## src/rtl/smfx_pkg.sv

```systemverilog
package smfx_pkg;

  typedef enum logic {
    SMFX_ADD = 1'b0,
    SMFX_MUL = 1'b1
  } smfx_op_e;

endpackage

```

## src/rtl/smfx_addsub.sv

```systemverilog
module smfx_addsub #(
  parameter int MAG_W = 5
) (
  input  logic             a_sign,
  input  logic [MAG_W-1:0] a_mag,
  input  logic             b_sign,
  input  logic [MAG_W-1:0] b_mag,
  output logic             r_sign,
  output logic [MAG_W-1:0] r_mag
);

  logic [MAG_W:0]   sum_w;
  logic [MAG_W-1:0] diff;
  logic             a_ge;
  logic             same;

  assign same  = (a_sign == b_sign);
  assign a_ge  = (a_mag >= b_mag);
  assign sum_w = {1'b0, a_mag} + {1'b0, b_mag};
  assign diff  = a_ge ? (a_mag - b_mag) : (b_mag - a_mag);

  always_comb begin
    if (same) begin
      r_sign = a_sign;
      r_mag  = sum_w[MAG_W] ? {MAG_W{1'b1}} : sum_w[MAG_W-1:0];
    end else begin
      r_sign = a_ge ? a_sign : b_sign;
      r_mag  = diff;
    end
  end

endmodule

```

## src/rtl/smfx_mul.sv

```systemverilog
module smfx_mul #(
  parameter int MAG_W  = 5,
  parameter int FRAC_W = 4
) (
  input  logic             a_sign,
  input  logic [MAG_W-1:0] a_mag,
  input  logic             b_sign,
  input  logic [MAG_W-1:0] b_mag,
  output logic             r_sign,
  output logic [MAG_W-1:0] r_mag
);

  localparam int PW = 2 * MAG_W;
  localparam int SW = PW - FRAC_W;

  logic [PW-1:0] prod;
  logic [SW-1:0] scaled;
  logic          over;

  assign prod   = a_mag * b_mag;
  assign scaled = prod[PW-1:FRAC_W];
  assign over   = |scaled[SW-1:MAG_W];
  assign r_sign = a_sign ^ b_sign;
  assign r_mag  = over ? {MAG_W{1'b1}} : scaled[MAG_W-1:0];

endmodule

```

## src/rtl/smfx_arith.sv

```systemverilog
module smfx_arith
  import smfx_pkg::*;
#(
  parameter int INT_W  = 1,
  parameter int FRAC_W = 4
) (
  input  logic                        clk,
  input  logic                        rst_n,
  input  logic                        s_valid,
  output logic                        s_ready,
  input  logic                        s_op,
  input  logic [INT_W+FRAC_W:0]       s_a,
  input  logic [INT_W+FRAC_W:0]       s_b,
  output logic                        m_valid,
  input  logic                        m_ready,
  output logic [INT_W+FRAC_W:0]       m_data
);

  localparam int MAG_W = INT_W + FRAC_W;
  localparam int W     = MAG_W + 1;

  logic             add_sign, mul_sign, sel_sign;
  logic [MAG_W-1:0] add_mag, mul_mag, sel_mag;
  logic             take;

  smfx_addsub #(.MAG_W(MAG_W)) u_add (
    .a_sign(s_a[W-1]), .a_mag(s_a[MAG_W-1:0]),
    .b_sign(s_b[W-1]), .b_mag(s_b[MAG_W-1:0]),
    .r_sign(add_sign), .r_mag(add_mag)
  );

  smfx_mul #(.MAG_W(MAG_W), .FRAC_W(FRAC_W)) u_mul (
    .a_sign(s_a[W-1]), .a_mag(s_a[MAG_W-1:0]),
    .b_sign(s_b[W-1]), .b_mag(s_b[MAG_W-1:0]),
    .r_sign(mul_sign), .r_mag(mul_mag)
  );

  always_comb begin
    if (s_op == SMFX_MUL) begin
      sel_mag  = mul_mag;
      sel_sign = mul_sign;
    end else begin
      sel_mag  = add_mag;
      sel_sign = add_sign;
    end
  end

  assign s_ready = !m_valid || m_ready;
  assign take    = s_valid && s_ready;

  always_ff @(posedge clk) begin
    if (!rst_n) begin
      m_valid <= 1'b0;
      m_data  <= '0;
    end else if (s_ready) begin
      m_valid <= s_valid;
      if (s_valid) m_data <= {sel_sign & (|sel_mag), sel_mag};
    end
  end

  a_r8_latency: assert property (@(posedge clk) disable iff (!rst_n)
    take |=> m_valid);

  a_r9_hold: assert property (@(posedge clk) disable iff (!rst_n)
    (m_valid && !m_ready) |=> (m_valid && $stable(m_data)));

  a_r7_no_neg_zero: assert property (@(posedge clk) disable iff (!rst_n)
    m_valid |-> !(m_data[W-1] && (m_data[MAG_W-1:0] == '0)));

  a_r2_same_sign_keep: assert property (@(posedge clk) disable iff (!rst_n)
    (take && s_op == SMFX_ADD && s_a[W-1] == s_b[W-1])
      |=> (m_data[W-1] == $past(s_a[W-1])) || (m_data[MAG_W-1:0] == '0));

  a_r4_sum_not_below: assert property (@(posedge clk) disable iff (!rst_n)
    (take && s_op == SMFX_ADD && s_a[W-1] == s_b[W-1])
      |=> (m_data[MAG_W-1:0] >= $past(s_a[MAG_W-1:0])));

  a_r5_mul_sign: assert property (@(posedge clk) disable iff (!rst_n)
    (take && s_op == SMFX_MUL)
      |=> (m_data[W-1] == ($past(s_a[W-1]) ^ $past(s_b[W-1]))) ||
          (m_data[MAG_W-1:0] == '0));

endmodule

```

## config.mk

```make
export PLATFORM = sky130hd
export DESIGN_NAME = smfx_arith
export DESIGN_NICKNAME = d
export VERILOG_FILES = /design/src/rtl/smfx_pkg.sv /design/src/rtl/smfx_addsub.sv /design/src/rtl/smfx_mul.sv /design/src/rtl/smfx_arith.sv
export SDC_FILE = /design/constraint.sdc
export NUM_CORES = 1
export LEC_CHECK = 0
export ABC_AREA = 0
export BUFFER_PORTS_ARGS = -buffer_cell sky130_fd_sc_hd__buf_2
export CORE_UTILIZATION = 40
export CTS_CLUSTER_SIZE = 20
export DETAILED_ROUTE_END_ITERATION = 10
export MAX_ROUTING_LAYER = met4
export PLACE_DENSITY = 0.59
export SKIP_CTS_REPAIR_TIMING = 1
export SYNTH_ARGS = -nofsm -noshare
export SYNTH_HDL_FRONTEND = slang
export SYNTH_SLANG_ARGS = --single-unit
```

## constraint.sdc

```tcl
create_clock -name clk -period 3.49 [get_ports clk]
set_input_delay 0 -clock clk [delete_from_list [all_inputs] [get_ports clk]]
set_output_delay 0 -clock clk [all_outputs]
set_load 0.01 [all_outputs]
```

==> impl_results.md, run 1 <==
* Leakage at 1.10 nW
* Post-synthesis xor/xnor area fraction at 0.0399
* Cell chosen for the clock root: clkbuf_8
* Hold depth at 3
* GRT Util Overall at 0.205
* Inserted Clock Buffers at 3
* Slew headroom at 0.559
* Pre-CTS WS at -0.0993 ns
* Peak supply drop at 0.103 mV
* Area growth from synthesis to layout at 26.8%
* Total gr overflow at 0
* Post-route setup slack at 0.162 ns
* DRT Pass-1 Iters at 4
* RSZ-0062 raised after global routing: false
* Fin cells at 317
* Area leader, netlist: ha_1
* Worst-path clk slew at 0.04 ns
* DRT iter0 DRCs at 114
* Port Buffers at 24
* Post-synth top area share at 0.218
* Worst setup EP type: register
* Die span in y at 67.7 µm
* Layout cells sized above 1 at 0.258
* Hold_ws at 0.0257 ns
* Final hold violations at 0
* Top-level port count at 25
* Post-Layout Inst Area at 2190 µm²
* Nets at 326
* Post-Route WL at 4.17 mm
* Final period utilization at 0.954
* Post-Syn Area at 1720 µm²
* Post-Syn Nets at 272
* Vias at 1,617
* Crit path cell chain: buf_2, buf_4, inv_1, nor2_2, fa_1, fa_1, ha_1, ha_4, a21o_1, a221o_1, a31oi_2, mux2_4, a221oi_4, mux2i_1, nor2b_1
* Main combinational cell family by area after synthesis: adder cells
* H-tree depth at 1
* Synth unique cells at 50
* Post-synthesis sequential area ratio at 0.0813
* Max Freq at 300 MHz
* # setup viols final at 0
* # DRC at 0
* Post-Synth Adder-Cell Area at 0.345
* First-pass GRT wire length at 6.89 mm
* Core ar. at 4060 µm²
* Worst Tran Pin Value at 0.660 ns
* Synth Area in Simple Gates at 0.208
* Vias/cell at 5.10
* TritonCTS clock tree: yes
* Worst Skew at 0.00440 ns
* Worst Reg-to-Reg Cells at 5
* Yosys Warn Count at 0
* Syn Area/Cell at 8.06 µm²
* CP dominant cell by count: fa_1
* Dpl cell area at 2100 µm²
* Metal3 WL at 79 µm
* Slowest cell on crit path: fa_1
* Max Root-Sink Buffers at 2
* Synth Area in Compound Gates at 0.209
* Highest Signal Layer: met4
* Final HPWL DP at 3.62 mm
* DR WL met2 at 1.95 mm
* Largest net degree at the start of global routing at 12
* Min Tclk post-route at 3.33 ns
* Arr. time, crit path at 3.49 ns
* CP required at 3.65 ns
* Final GP Congestion at 0.848
* Mapped Cells at 214
* Total power at 0.642 mW
* Clock Latency Late Sink at 0.23 ns
* DRT met1 WL at 2.12 mm
* Initial Util at 0.425
* Die ar. at 4580 µm²
* Final Slew Violations at 0
* Run status: completed
* # rows at 23
* Hold/Removal Path Class: input pin to register
* FFs w/ async S/R, synth at 0
* Critical path fanouts, max at 4
* N_diodes at 0
* Number of global-route vias before repair at 1,533
* Pwr dens at 294 nW/µm²
* Setup CP Type: input pin to register
* Clock tree sinks at 7
* Synth area leaders: ha_1 22%, fa_1 13%, dfxtp_1 8.1%
* Antenna Violating Nets Remaining at 0
* Largest stage delay, worst path at 0.50 ns
* WL per Instance at 13.1 µm
* # Max-Cap Violations at 0
* Critical path startpoint category: input pin
* Inst Count DP at 313
* Top_reg_cell synth: dfxtp_1
* Die width at 67.7 µm
* EDFF count, synth at 0
* Yosys reg bits at 7
* Mux cell area share after synthesis at 0.0377
* Initial antenna violation count at 0
-- per-layer routing --
layer | vias up | GRT usage
li1 | 851 | -
met1 | 743 | 0.276
met2 | 21 | 0.332
met3 | 2 | 0.0253
met4 | 0 | 0.0266
met5 | - | -
-- where the power goes --
| part | switching (mW) | internal [mW] |
|---|---|---|
| Sequential | 0.00413 | 0.0909 |
| Clock | 0.0367 | 0.0792 |
| Combinational | 0.228 | 0.204 |
| Total | 0.268 | 0.374 |
-- synthesized netlist by cell type (2+ instances only) --
master,count
o221ai_1,2
xnor2_1,3
fa_1,11
dfxtp_1,7
nor2b_1,8
nor3_1,3
mux2i_1,5
ha_1,30
nor2_1,23
o22ai_1,2
nand3_1,3
a31oi_1,3
o21ai_0,8
a21o_1,2
a21oi_1,12
a21boi_0,2
nand2_1,12
a221o_1,2
nand2b_1,5
inv_1,33
xor2_1,3
and2_1,7
-- layout make-up --
type / count / area, µm²
multi-input combinational: 173 / 1500
clock buffer: 4 / 45.0
timing repair buffer: 50 / 315
tap: 50 / 62.6
sequential: 7 / 140
inverter: 33 / 124
fill: 386 / 1870
-- cells by family after synthesis --
family	count (synthesis)
adders and majority gates	41
DFF	7
xor gates and xnor gates	7
and+or+nand+nor	69
muxes	6
AOI/OAI and AO/OA	50
buffers and inverters	34
-- through the flow --
step / util / setup TNS, ns
after CTS: 0.529 / 0
after global placement: 0.518 / -0.0847
after detailed placement: 0.518 / -0.225
final: 0.539 / 0
after floorplan: - / 0
after global routing: 0.539 / 0
-- layout by cell type (no fill, tap or decap), types with 2 or more instances in the layout --
cell type | netlist | final
buf_4 | 0 | 26
nor3_1 | 3 | 3
ha_1 | 30 | 27
fa_1 | 11 | 11
xor2_1 | 3 | 3
inv_1 | 33 | 32
nor2_2 | 0 | 2
nand3_1 | 3 | 3
clkbuf_8 | 0 | 3
dfxtp_1 | 7 | 7
o21ai_0 | 8 | 8
buf_2 | 0 | 24
a21boi_0 | 2 | 2
nand2b_1 | 5 | 5
a31oi_1 | 3 | 3
a21oi_1 | 12 | 12
a21o_1 | 2 | 2
and2_1 | 7 | 7
nor2_1 | 23 | 21
ha_4 | 0 | 2
mux2i_1 | 5 | 5
o22ai_1 | 2 | 2
o221ai_1 | 2 | 2
nor2b_1 | 8 | 8
a221o_1 | 2 | 2
xnor2_1 | 3 | 3
nand2_1 | 12 | 12
-- flip-flops by register name, summed over array words and instances, names as in the netlist --
register,flops
m_data,6
m_valid,1
-- final timing paths --
check | slack (ns) | start | endpoint
setup / recovery | 0.16 | s_b[2] | m_data[2]
hold / removal | 0.03 | s_valid | m_valid
setup reg to reg | 2.26 | m_valid | m_data[5]
hold reg to reg | 0.45 | m_data[3] | m_data[3]
-- critical path: cells and delay by family --
| family | cells | cell delay (ns) |
|---|---|---|
| multiplexers | 2 | 0.48 |
| buffers and inverters | 3 | 0.33 |
| adder cells (fa/ha/maj) | 4 | 1.52 |
| AND/OR/NAND/NOR | 2 | 0.16 |
| AO/OA/AOI/OAI | 4 | 1.01 |
Note: power is estimated with default switching activity, not from simulation.
==> run 2: changes to the inputs <==
--- a/config.mk
+++ b/config.mk
@@ -7,6 +7,7 @@
 export LEC_CHECK = 0
 export ABC_AREA = 0
 export BUFFER_PORTS_ARGS = -buffer_cell sky130_fd_sc_hd__buf_2
+export CORE_MARGIN = 8
 export CORE_UTILIZATION = 40
 export CTS_CLUSTER_SIZE = 20
 export DETAILED_ROUTE_END_ITERATION = 10
==> impl_results.md, run 2 (synthesis gave the netlist of run 1 again) <==
* Biggest register: m_data
* # DRC at 0
* Post-Route WL at 4.41 mm
* DRT Pass-1 Iters at 4
* Slew headroom at 0.553
* Dpl cell area at 2080 µm²
* Comb power frac at 0.671
* Worst Skew at 0.00161 ns
* Largest stage delay, worst path at 0.46 ns
* Die ar. at 6670 µm²
* Final Core Density at 0.509
* # rows at 24
* # setup viols final at 0
* Largest net degree at the start of global routing at 12
* Number of global-route vias before repair at 1,657
* Most frequent cells in the layout: 31 x inv_1, 28 x ha_1, 24 x buf_2, 24 x buf_4, 20 x nor2_1
* Post-Layout Inst Area at 2170 µm²
* Total gr overflow at 0
* CP bufs+invs at 3
* WL per Instance at 13.9 µm
* Flop pwr share at 0.151
* # Max-Cap Violations at 0
* RSZ-0062 raised after global routing: false
* Top-level port count at 25
* CP required at 3.64 ns
* Area growth from synthesis to layout at 25.9%
* Clock tree sinks at 7
* Internal Power at 0.366 mW
* Slowest cell on crit path: fa_1
* GRT Util Overall at 0.143
* Fillers at 436
* Arr. time, crit path at 3.49 ns
* Final Slew Violations at 0
* First-pass GRT wire length at 7.34 mm
* Register area at 140 µm²
* Vias at 1,684
* Max reg flops at 6
* Net Sw Frac at 0.422
* Die span in y at 81.7 µm
* Layout cells sized above 1 at 0.260
* Hold_ws at 0.0360 ns
* Final GP Congestion at 0.861
* Fin Setup TNS at 0 ns
* Multi-input logic area at 1500 µm²
* Critical path fanouts, max at 4
* DRT iter0 DRCs at 83
* Leakage at 1.09 nW
* Critical path startpoint category: input pin
* Core ar. at 4260 µm²
* Worst-path clk slew at 0.04 ns
* H-tree depth at 1
* Worst Tran Pin Value at 0.669 ns
* Hold/Removal Path Class: input pin to register
* Clock network power share at 0.179
* Largest regs: m_data (6), m_valid (1)
* Sw power at 0.267 mW
* Setup CP Type: input pin to register
* TritonCTS clock tree: yes
* Initial Util at 0.404
* Antenna Violating Nets Remaining at 0
* Run status: completed
* Initial antenna violation count at 0
* Port Buffers at 24
* Vias/cell at 5.31
* Clock Latency Late Sink at 0.23 ns
* Cell chosen for the clock root: clkbuf_8
* Die width at 81.7 µm
* Peak supply drop at 0.0984 mV
* Crit path cell chain: buf_2, buf_4, inv_1, nor2_1, fa_1, fa_1, ha_1, ha_1, a21o_1, a221o_1, a31oi_2, mux2_4, a221oi_4, nor4_2, a31oi_1
* Final period utilization at 0.954
* CP delay by family, top: adder cells
* Min Tclk post-route at 3.33 ns
* Final hold violations at 0
* Post-route setup slack at 0.160 ns
* N_diodes at 0
* Pwr dens at 292 nW/µm²
* Max Freq at 300 MHz
* Max Root-Sink Buffers at 2
* Inserted Clock Buffers at 3
* Final HPWL DP at 3.70 mm
* Pre-CTS WS at -0.115 ns
* Nets at 324
* Worst setup EP type: register
* Most common cell after layout, fill and taps aside: inv_1
## run 2: cell count changes in the layout (fill, tap and decap cells not counted)
cell    delta
xor2_1     -1
xor2_2     +1
inv_1      -1
nor2_1     -1
buf_4      -2
inv_2      +1
ha_1       +1
nor2_2     +1
ha_4       -1
## run 2: metrics by stage
stage	std cells	total power, mW
2_1_floorplan	214	0.372
3_3_place_gp	312	0.498
3_5_place_dp	312	0.497
4_1_cts	316	0.616
5_1_grt	317	0.696
6_report	317	0.633
## run 2: final timing paths
kind | startpoint | depth (start not counted) | slack (ns) | end
worst max-delay path | s_b[2] | 15 | 0.16 | m_data[5]
worst min-delay path | s_valid | 3 | 0.04 | m_valid
worst max register to register | m_valid | 5 | 2.20 | m_data[5]
worst min register to register | m_data[3] | 2 | 0.45 | m_data[3]
## run 2: cell type report
type,instances,area share
sequential,7,0.0646
inverter,33,0.0571
tap,52,0.0300
timing repair buffer,48,0.138
clock buffer,4,0.0207
multi-input combinational,173,0.689
## run 2: metal layers
| metal | track usage | wire length, µm | share of wire |
|---|---|---|---|
| met3 | 0.0230 | 198 | 0.045 |
| met4 | 0.0333 | 51 | 0.012 |
| met1 | 0.173 | 1990 | 0.45 |
| met2 | 0.242 | 2170 | 0.49 |
| met5 | - | 0 | 0 |
## run 2: worst min-delay path, stage by stage
cell,delay (ns)
buf_2,0.10
inv_1,0.04
a21boi_0,0.06
## run 2: power groups by stage
stage	Combinational, mW	Clock, mW	Sequential, mW
after floorplan	0.270	0	0.102
after global placement	0.402	0	0.0964
after detailed placement	0.400	0	0.0969
after CTS	0.404	0.116	0.0956
after global routing	0.475	0.125	0.0964
final	0.425	0.113	0.0955
==> run 3: changes to the inputs <==
--- a/config.mk
+++ b/config.mk
@@ -7,7 +7,7 @@
 export LEC_CHECK = 0
 export ABC_AREA = 0
 export BUFFER_PORTS_ARGS = -buffer_cell sky130_fd_sc_hd__buf_2
-export CORE_MARGIN = 8
+export CORE_MARGIN = 2
 export CORE_UTILIZATION = 40
 export CTS_CLUSTER_SIZE = 20
 export DETAILED_ROUTE_END_ITERATION = 10
==> impl_results.md, run 3 (synthesis gave the netlist of run 1 again) <==
* CP required at 3.64 ns
* Critical path startpoint category: input pin
* # setup viols final at 0
* Clock tree sinks at 7
* Dpl cell area at 2100 µm²
* Worst setup EP type: register
* WL per Instance at 13.2 µm
* Initial antenna violation count at 0
* GRT Util Overall at 0.190
* Die width at 69.7 µm
* Initial Util at 0.422
* Min Tclk post-route at 3.34 ns
* Core ar. at 4090 µm²
* Crit path cell chain: buf_2, buf_4, inv_1, nor2_2, fa_1, fa_1, ha_1, ha_1, a21o_1, a221o_1, a31oi_2, mux2_4, a221oi_4, nor4_1, a31oi_1
* Pre-CTS WS at -0.197 ns
* Run status: completed
* TritonCTS clock tree: yes
* Clock network power share at 0.178
* Slew headroom at 0.582
* Sw power at 0.259 mW
* Largest net degree at the start of global routing at 12
* Die ar. at 4850 µm²
* Most common cell after layout, fill and taps aside: inv_1
* # DRC at 0
* Peak supply drop at 0.109 mV
* Internal Power at 0.369 mW
* Net Sw Frac at 0.413
* Final period utilization at 0.957
* Layout cells sized above 1 at 0.258
* Leakage at 1.10 nW
* Critical path fanouts, max at 4
* Die span in y at 69.7 µm
* Post-Layout Inst Area at 2170 µm²
* Pwr dens at 290 nW/µm²
* Worst Tran Pin Value at 0.625 ns
* Top-level port count at 25
* Final Slew Violations at 0
* Vias at 1,611
* Port Buffers at 24
* Largest stage delay, worst path at 0.47 ns
* Post-route setup slack at 0.149 ns
* Total gr overflow at 0
* Post-Route WL at 4.20 mm
* Vias/cell at 5.08
* Slowest cell on crit path: fa_1
* First-pass GRT wire length at 7.40 mm
* H-tree depth at 1
* Hold_ws at 0.0337 ns
* Most frequent cells in the layout: 31 x inv_1, 28 x ha_1, 26 x buf_4
* Fillers at 416
* Hold/Removal Path Class: input pin to register
* Biggest register: m_data
* Final GP Congestion at 0.897
* Inserted Clock Buffers at 3
* N_diodes at 0
* Comb power frac at 0.669
* Nets at 326
* Setup CP Type: input pin to register
* Flop pwr share at 0.152
* Cell chosen for the clock root: clkbuf_8
* Max reg flops at 6
* DRT Pass-1 Iters at 4
* Area growth from synthesis to layout at 25.8%
* Antenna Violating Nets Remaining at 0
* # rows at 23
* Final HPWL DP at 3.60 mm
* Largest regs: m_data (6), m_valid (1)
* Final hold violations at 0
* DRT iter0 DRCs at 153
* Arr. time, crit path at 3.49 ns
* Max Freq at 299 MHz
* Number of global-route vias before repair at 1,593
* Clock Latency Late Sink at 0.22 ns
* RSZ-0062 raised after global routing: false
* Worst Skew at 0.00355 ns
* Worst-path clk slew at 0.04 ns
* # Max-Cap Violations at 0
* Max Root-Sink Buffers at 2
## run 3: cell count changes in the layout (fill, tap and decap cells not counted), sizes merged
cell,before,now
buf,48,50
## run 3: stage by stage
step | utilization | cells | total power [mW] | setup TNS, ns
floorplan | - | 214 | 0.372 | 0
global placement | 0.513 | 312 | 0.507 | -0.335
detailed placement | 0.513 | 312 | 0.505 | -0.640
CTS | 0.524 | 316 | 0.626 | 0
global route | 0.531 | 317 | 0.695 | 0
finish | 0.531 | 317 | 0.629 | 0
## run 3: critical path: cells and delay by family
family	cells	cell delay, ns
AO/OA/AOI/OAI	5	1.16
adder cells (fa/ha/maj)	4	1.51
buffers and inverters	3	0.34
multiplexers	1	0.36
AND/OR/NAND/NOR	2	0.13
## run 3: layer usage
| layer | vias to the layer above | track usage | wire length (µm) |
|---|---|---|---|
| li1 | 848 | - | - |
| met1 | 734 | 0.264 | 2130 |
| met2 | 29 | 0.311 | 1920 |
| met3 | 0 | 0.0233 | 149 |
| met4 | 0 | 0.0128 | 0 |
| met5 | - | - | 0 |
## run 3: path summary, 6_finish.rpt
kind	from	cells after the start	slack, ns	endpoint
max	s_a[2]	15	0.15	m_data[5]
min	s_valid	3	0.03	m_valid
max reg2reg	m_valid	5	2.26	m_data[5]
min reg2reg	m_data[3]	2	0.45	m_data[3]
## run 3: power by group through the flow
stage	Combinational [mW]	Sequential [mW]	Clock, mW
2_1_floorplan	0.270	0.102	0
3_3_place_gp	0.410	0.0964	0
3_5_place_dp	0.409	0.0967	0
4_1_cts	0.413	0.0958	0.117
5_1_grt	0.476	0.0970	0.122
6_report	0.421	0.0957	0.112
## run 3: cell type report
class,instances,area [µm²],share of cell area
inverter,33,124,0.0571
sequential,7,140,0.0646
multi-input combinational,173,1480,0.683
timing repair buffer,50,315,0.145
tap,50,62.6,0.0288
clock buffer,4,45.0,0.0208
